File: src/rtl/rae_pkg.sv
// Shared definitions for the radius-adjusted error unit.
// Assumes the grid unit and weight format that rae_error_unit parameters describe.
package rae_pkg;

    // Selects the criterion blended with the multimodulus error
    typedef enum logic {
        MIX_CM = 1'b0,   // constellation-matched pull toward the symbol
        MIX_DD = 1'b1    // decision-directed error
    } mix_mode_e;

    // Dispersion constant per QAM order, in units of the squared grid step
    function automatic logic [7:0] disp_const(input logic [1:0] order);
        case (order)
            2'd0:    return 8'd1;
            2'd1:    return 8'd8;
            2'd2:    return 8'd37;
            default: return 8'd152;
        endcase
    endfunction

endpackage

File: src/rtl/rae_slicer.sv
// Per-rail slicer: finds the nearest odd grid level (ties upward), clamps it to
// the constellation edge for the selected order, and forms the decision error
// and the scaled square of the sample. Purely combinational; clk/rst_n feed
// only the assertion. Assumes the grid step is 2**GS LSBs and the largest level fits DW bits.
module rae_slicer #(
    parameter int DW = 12,
    parameter int GS = 4,
    localparam int SQW = 2*DW - 2*GS
) (
    input  logic                 clk,
    input  logic                 rst_n,
    input  logic signed [DW-1:0] y,
    input  logic [1:0]           order,
    output logic signed [DW:0]   dd,
    output logic [SQW-1:0]       sq
);

    logic signed [DW-1:0]   idx;
    logic signed [DW-1:0]   lvl;
    logic signed [DW-1:0]   lim;
    logic signed [DW-1:0]   lvl_c;
    logic signed [DW-1:0]   sliced;
    logic signed [2*DW-1:0] prod;

    // Nearest odd level, clamp, decision error and scaled square
    always_comb begin
        idx    = y >>> (GS + 1);
        lvl    = DW'(idx * 2 + 1);
        lim    = DW'((2 << order) - 1);
        if (lvl > lim)
            lvl_c = lim;
        else if (lvl < -lim)
            lvl_c = -lim;
        else
            lvl_c = lvl;
        sliced = lvl_c <<< GS;
        dd     = (DW+1)'(y) - (DW+1)'(sliced);
        prod   = y * y;
        sq     = SQW'(prod >> (2*GS));
    end

    logic signed [DW:0] y_ext;
    logic signed [DW:0] y_mag;
    logic               in_range;

    // Magnitude test used by the nearness check below
    always_comb begin
        y_ext    = (DW+1)'(y);
        y_mag    = y_ext[DW] ? -y_ext : y_ext;
        in_range = y_mag < (DW+1)'((2 << order) << GS);
    end

    AST_SLICE_NEAR: assert property (@(posedge clk) disable iff (!rst_n)
        in_range |-> (dd <= (DW+1)'(1 << GS) && dd >= -(DW+1)'(1 << GS)));

endmodule

File: src/rtl/rae_region.sv
// Region selector: squares the two decision errors, sums them and counts how
// many contour thresholds the sum meets or exceeds. Assumes NREG is a power of
// two so the count fits RW bits. Combinational.
module rae_region #(
    parameter int DW   = 12,
    parameter int NREG = 4,
    localparam int D2W = 2*DW + 3,
    localparam int RW  = $clog2(NREG)
) (
    input  logic signed [DW:0]           dd_i,
    input  logic signed [DW:0]           dd_q,
    input  logic [NREG-2:0][D2W-1:0]     thr,
    output logic [RW-1:0]                region
);

    logic signed [2*DW+1:0] sq_i;
    logic signed [2*DW+1:0] sq_q;
    logic [D2W-1:0]         d2;
    logic [NREG-2:0]        met;

    // Squared distance from the sliced symbol
    always_comb begin
        sq_i = dd_i * dd_i;
        sq_q = dd_q * dd_q;
        d2   = D2W'(unsigned'(sq_i)) + D2W'(unsigned'(sq_q));
    end

    // One comparator per contour
    for (genvar k = 0; k < NREG-1; k++) begin : g_cmp
        assign met[k] = (d2 >= thr[k]);
    end

    // Region index is the number of contours crossed
    always_comb begin
        region = '0;
        for (int k = 0; k < NREG-1; k++)
            region = region + RW'(met[k]);
    end

endmodule

File: src/rtl/rae_mix.sv
// Per-rail blender: weights the multimodulus term by wgt/2**WB and the other
// term by the remainder, applies the region's power-of-two step as an
// arithmetic right shift, and saturates to OW bits. Combinational.
module rae_mix #(
    parameter int MW  = 30,
    parameter int OW  = 16,
    parameter int WB  = 4,
    parameter int SHW = 4,
    localparam int AW = MW + WB + 2
) (
    input  logic signed [MW-1:0] crit_a,
    input  logic signed [MW-1:0] crit_b,
    input  logic [WB-1:0]        wgt,
    input  logic [SHW-1:0]       step_sh,
    output logic signed [OW-1:0] res
);

    localparam logic signed [AW-1:0] SAT_HI = AW'((64'sd1 <<< (OW-1)) - 64'sd1);
    localparam logic signed [AW-1:0] SAT_LO = -SAT_HI - AW'(1);

    logic [WB:0]            wgt_b;
    logic signed [AW-1:0]   acc;
    logic signed [AW-1:0]   scaled;

    // Weighted sum, step shift and saturation
    always_comb begin
        wgt_b  = (WB+1)'(1 << WB) - (WB+1)'(wgt);
        acc    = crit_a * $signed({1'b0, wgt}) + crit_b * $signed({1'b0, wgt_b});
        scaled = acc >>> (WB + int'(step_sh));
        if (scaled > SAT_HI)
            res = SAT_HI[OW-1:0];
        else if (scaled < SAT_LO)
            res = SAT_LO[OW-1:0];
        else
            res = scaled[OW-1:0];
    end

endmodule

File: src/rtl/rae_error_unit.sv
// Radius-adjusted blind equalizer error unit. Stage 1 slices each rail and
// registers decision error and scaled square; stage 2 forms the multimodulus
// and alternate criteria and the region; stage 3 blends, shifts, saturates and
// applies region gating. Assumes configuration is steady while symbols are in flight.
module rae_error_unit #(
    parameter int DW   = 12,
    parameter int GS   = 4,
    parameter int OW   = 16,
    parameter int MS   = 4,
    parameter int NREG = 4,
    parameter int WB   = 4,
    parameter int SHW  = 4,
    localparam int SQW = 2*DW - 2*GS,
    localparam int D2W = 2*DW + 3,
    localparam int RW  = $clog2(NREG),
    localparam int MW  = DW + SQW + 2
) (
    input  logic                         clk,
    input  logic                         rst_n,
    input  logic                         in_vld,
    input  logic signed [DW-1:0]         in_i,
    input  logic signed [DW-1:0]         in_q,
    input  logic [1:0]                   cfg_qam,
    input  logic                         cfg_mode,
    input  logic [NREG-2:0][D2W-1:0]     cfg_thr,
    input  logic [NREG-1:0][SHW-1:0]     cfg_shift,
    input  logic [NREG-1:0][WB-1:0]      cfg_wgt,
    input  logic [NREG-1:0]              cfg_gate,
    output logic                         err_vld,
    output logic signed [OW-1:0]         err_i,
    output logic signed [OW-1:0]         err_q,
    output logic                         upd_en,
    output logic [RW-1:0]                err_region
);

    localparam logic signed [MW-1:0] UNIT = MW'(1 << GS);

    logic signed [DW-1:0]  y0  [2];
    logic signed [DW:0]    dd0 [2];
    logic [SQW-1:0]        sq0 [2];

    logic                  v1;
    logic signed [DW-1:0]  y1  [2];
    logic signed [DW:0]    dd1 [2];
    logic [SQW-1:0]        sq1 [2];

    logic [7:0]            disp;
    logic signed [MW-1:0]  mma_c [2];
    logic signed [MW-1:0]  alt_c [2];
    logic [RW-1:0]         reg_c;

    logic                  v2;
    logic signed [MW-1:0]  mma2 [2];
    logic signed [MW-1:0]  alt2 [2];
    logic [RW-1:0]         reg2;

    logic signed [OW-1:0]  res3 [2];
    logic                  gate3;

    assign y0[0] = in_i;
    assign y0[1] = in_q;
    assign disp  = rae_pkg::disp_const(cfg_qam);

    for (genvar r = 0; r < 2; r++) begin : g_rail
        logic signed [SQW+1:0] qmr;
        logic signed [MW-1:0]  prod;

        rae_slicer #(.DW(DW), .GS(GS)) i_slicer (
            .clk   (clk),
            .rst_n (rst_n),
            .y     (y0[r]),
            .order (cfg_qam),
            .dd    (dd0[r]),
            .sq    (sq0[r])
        );

        // Stage 1 register: sample, decision error and scaled square
        always_ff @(posedge clk) begin
            if (!rst_n) begin
                y1[r]  <= '0;
                dd1[r] <= '0;
                sq1[r] <= '0;
            end else begin
                y1[r]  <= y0[r];
                dd1[r] <= dd0[r];
                sq1[r] <= sq0[r];
            end
        end

        // Multimodulus error and the mode-selected alternate criterion
        always_comb begin
            qmr      = (SQW+2)'(sq1[r]) - (SQW+2)'(disp);
            prod     = y1[r] * qmr;
            mma_c[r] = prod >>> MS;
            if (rae_pkg::mix_mode_e'(cfg_mode) == rae_pkg::MIX_DD)
                alt_c[r] = MW'(dd1[r]);
            else if (dd1[r] == '0)
                alt_c[r] = '0;
            else if (dd1[r][DW])
                alt_c[r] = -UNIT;
            else
                alt_c[r] = UNIT;
        end

        // Stage 2 register: both criteria
        always_ff @(posedge clk) begin
            if (!rst_n) begin
                mma2[r] <= '0;
                alt2[r] <= '0;
            end else begin
                mma2[r] <= mma_c[r];
                alt2[r] <= alt_c[r];
            end
        end

        rae_mix #(.MW(MW), .OW(OW), .WB(WB), .SHW(SHW)) i_mix (
            .crit_a  (mma2[r]),
            .crit_b  (alt2[r]),
            .wgt     (cfg_wgt[reg2]),
            .step_sh (cfg_shift[reg2]),
            .res     (res3[r])
        );
    end

    rae_region #(.DW(DW), .NREG(NREG)) i_region (
        .dd_i   (dd1[0]),
        .dd_q   (dd1[1]),
        .thr    (cfg_thr),
        .region (reg_c)
    );

    assign gate3 = cfg_gate[reg2];

    // Valid pipeline and stage 2 region register
    always_ff @(posedge clk) begin
        if (!rst_n) begin
            v1   <= 1'b0;
            v2   <= 1'b0;
            reg2 <= '0;
        end else begin
            v1   <= in_vld;
            v2   <= v1;
            reg2 <= reg_c;
        end
    end

    // Output register: gated, zero when idle
    always_ff @(posedge clk) begin
        if (!rst_n) begin
            err_vld    <= 1'b0;
            upd_en     <= 1'b0;
            err_region <= '0;
            err_i      <= '0;
            err_q      <= '0;
        end else begin
            err_vld    <= v2;
            upd_en     <= v2 && !gate3;
            err_region <= v2 ? reg2 : '0;
            err_i      <= (v2 && !gate3) ? res3[0] : '0;
            err_q      <= (v2 && !gate3) ? res3[1] : '0;
        end
    end

    AST_LATENCY_ON: assert property (@(posedge clk) disable iff (!rst_n)
        in_vld |-> ##3 err_vld);
    AST_LATENCY_OFF: assert property (@(posedge clk) disable iff (!rst_n)
        !in_vld |-> ##3 !err_vld);
    AST_IDLE_ZERO: assert property (@(posedge clk) disable iff (!rst_n)
        !err_vld |-> (err_i == '0 && err_q == '0 && !upd_en && err_region == '0));
    AST_GATE_ZERO: assert property (@(posedge clk) disable iff (!rst_n)
        (err_vld && !upd_en) |-> (err_i == '0 && err_q == '0));

endmodule

File: config.mk
export PLATFORM = sky130hd
export DESIGN_NAME = rae_error_unit
export DESIGN_NICKNAME = d
export VERILOG_FILES = /design/src/rtl/rae_pkg.sv /design/src/rtl/rae_slicer.sv /design/src/rtl/rae_region.sv /design/src/rtl/rae_mix.sv /design/src/rtl/rae_error_unit.sv
export SDC_FILE = /design/constraint.sdc
export NUM_CORES = 2
export LEC_CHECK = 0
export BUFFER_PORTS_ARGS = -buffer_cell sky130_fd_sc_hd__buf_2
export CAP_MARGIN = 10
export CORE_MARGIN = 2
export CORE_UTILIZATION = 34
export DETAILED_ROUTE_END_ITERATION = 12
export HOLD_SLACK_MARGIN = 0.02
export PLACE_DENSITY = 0.49
export SETUP_SLACK_MARGIN = 0.3
export SYNTH_ARGS = -nofsm -noshare
export SYNTH_HDL_FRONTEND = slang
export SYNTH_SLANG_ARGS = --single-unit
export TNS_END_PERCENT = 1
File: constraint.sdc
create_clock -name clk -period 13 [get_ports clk]
set_input_delay 2.6 -clock clk [delete_from_list [all_inputs] [get_ports clk]]
set_output_delay 2.6 -clock clk [all_outputs]
set_load 0.02 [all_outputs]
==> flow_summary.ini <==
[clock_network]
clkLatencyLatePin_ps = 550
clk_pin_slew_ps = 90
clockRootBuffer = clkbuf_16
numCtsBuffers = 17
holdBufCountCts = 0
htree_levels = 4
cts_buffer_depth = 2
cts_tree = done
cts_sinks = 190

[floorplanning]
start_util = 0.341
die-area_um2 = 196000
fp.dieH_um = 443
io_pins = 183
rows = 161
core_um2 = 192000
die_w_um = 443

[drt]
drc = 0
first_iter_violations = 2412
num_vias = 49500
wl_um = 174000
drtAntennaViolNets = 0
drt-wirelength-per-cell_um = 17.1
drt_first_pass_iters = 7
viasPerCell = 4.86

[timing]
finClkSkew_ps = 21.2
period_share = 0.921
tightestPinTransition_ps = 1130
setup_violations = 0
slew_headroom = 0.246
rsz0062_at_grt = false
fmax_mhz = 83.5
maxSlewViolCount = 0
hold_viol = 0
final.setup.tns_ps = 0
fin_crit_ps = 11970

[run_status]
status = finished, final reports clean

[logic_synthesis]
async_reset_ff_frac = 0
synthFlopType = dfxtp_1
synth_area_um2 = 65600
ys_ff_latch = 190
synth-edff-count = 0
synthCells = 7594
yosys_warnings = 0
syn_area_per_cell_um2 = 8.64
synth_cell_types = 106
yosysSeqAreaShare = 0.0580

[grt]
grt_usage = 0.179
grt_max_degree = 74
grt_pass1_vias = 52600
antenna_found_initial = 5
grt_first_pass_wirelength_um = 285000
grt_remaining_overflow = 0

[critical_path]
path_buf_inv = 7
startpoint_type = input pin
crit_family = compound AO/OA/AOI/OAI gates
slowest_stage = mux4_2
slowest_delay_ps = 620
arrival_ps = 12390
path_class = in -> reg
cp_max_fo = 10
endpoint_kind = register
crit_required_ps = 13420

[placement]
io_buffers = 182
place.gp.congestion = 0.859
hpwl_um = 146000

[job]
maxCapViolations = 0

[final_layout]
nNetsFinal = 9706
postLayoutCoreUtil = 0.365
diodes = 0
syn2layout_area_growth_pct = 7.04
fill_cells = 20000
drive_above_1_share = 0.0646

[hold_path]
worstHoldPathType = reg -> reg
path summary, 6_finish.rpt:
path | startpoint | to | slack (ps) | depth (start not counted)
setup / recovery | cfg_wgt[15] | err_i[6]$_SDFF_PN0_ | 1030 | 41
hold / removal | v1$_SDFF_PN0_ | v2$_SDFF_PN0_ | 450 | 1
setup reg to reg | dd1[1][3]$_SDFF_PN0_ | reg2[0]$_SDFF_PN0_ | 2370 | 39
hold reg to reg | v1$_SDFF_PN0_ | v2$_SDFF_PN0_ | 450 | 1
cell type report:
| cell class | instances | area (um2) | area share |
|---|---|---|---|
| multi-input cells | 5651 | 55300 | 0.787 |
| clock buffers | 17 | 425 | 0.00606 |
| flip-flops and latches | 190 | 3800 | 0.0542 |
| well taps | 2526 | 3160 | 0.0450 |
| clock inverters | 15 | 201 | 0.00287 |
| repair buffers | 300 | 1790 | 0.0256 |
| inverters | 1479 | 5550 | 0.0791 |
metal layers:
layer	vias up	wire length, um	global-route usage
met4	2	2230	0.0261
met2	661	81100	0.298
met3	109	4680	0.0156
met5	-	7	0
met1	24600	85700	0.256
li1	24200	-	-
registers in the layout (all words and copies together) (netlist names):
| register | cells |
|---|---|
| err_q | 16 |
| v1 | 1 |
| err_i | 16 |
| dd1 | 22 |
| reg2 | 2 |
| mma2 | 50 |
| err_region | 2 |
| y1 | 20 |
| v2 | 1 |
| err_vld | 1 |
| upd_en | 1 |
| sq1 | 32 |
| alt2 | 26 |
cell usage after synthesis (40+ instances only):
cell type  number  area share
inv_1        1476       0.084
fa_1         1165        0.36
ha_1          755        0.14
nand2_1       747       0.043
and2_1        531       0.051
nor2_1        352       0.020
a21oi_1       294       0.022
clkbuf_1      236       0.014
xnor2_1       203       0.027
dfxtp_1       190       0.058
o21ai_0       169       0.013
nor3_1        123      0.0094
a21o_1        106       0.012
xor2_1         98       0.013
nand3_1        92      0.0070
nor2b_1        86      0.0082
nand2b_1       83      0.0079
mux2i_1        75       0.011
and3_1         51      0.0049
o211ai_1       49      0.0056
o21a_1         46      0.0053
nand4_1        43      0.0041
or2_2          40      0.0038
per-stage QoR:
step | hold WS (ps) | setup slack [ps] | std cells | instance area (um2)
final | 445 | 1030 | 10200 | 70200
after global routing | 457 | 316 | 10200 | 70200
after CTS | 445 | 597 | 10200 | 70100
after detailed placement | 423 | 70.3 | 10100 | 69500
after global placement | 419 | 127 | 10100 | 69500
after floorplan | 412 | 1370 | 7600 | 65600
cells by family after synthesis:
| logic type | Yosys count | synth area share |
|---|---|---|
| and+or+nand+nor | 2269 | 0.173 |
| other | 2 | 0.000114 |
| adders and majority gates | 1920 | 0.500 |
| xor gates and xnor gates | 302 | 0.0404 |
| muxes | 124 | 0.0226 |
| buffers and inverters | 1761 | 0.102 |
| DFF | 190 | 0.0580 |
| AOI/OAI and AO/OA | 1026 | 0.105 |
repair_timing:
| action | in CTS | in global routing |
|---|---|---|
| buffers inserted | 0 | 6 |
| endpoints found under the setup margin | 0 | 25 |
| resized for setup | 0 | 3 |
cells in the final DEF (no fill, tap or decap), types with 13 or more instances in the layout:
cell	n
nor4_1	21
fa_1	1165
mux2i_1	74
inv_1	1475
or2_2	40
o31ai_1	16
or3_1	31
a211oi_1	37
dfxtp_1	189
nor2b_1	86
buf_2	183
o211ai_1	49
clkbuf_16	17
nand4_1	43
o21bai_1	34
mux4_2	15
ha_1	754
o21ai_0	168
buf_4	117
and2_1	531
a21o_1	106
nand2b_1	83
mux2_2	32
o21a_1	45
nand2_1	747
xor2_1	98
nor3b_1	14
a31oi_1	36
a21oi_1	294
and3_1	51
nor2_1	352
nand3_1	92
o22ai_1	21
nor3_1	121
o2111ai_1	13
xnor2_1	202
Power is left out: the tool's default activity adds up to more than one toggle a clock period on the data nets, which glitch-free logic cannot reach.
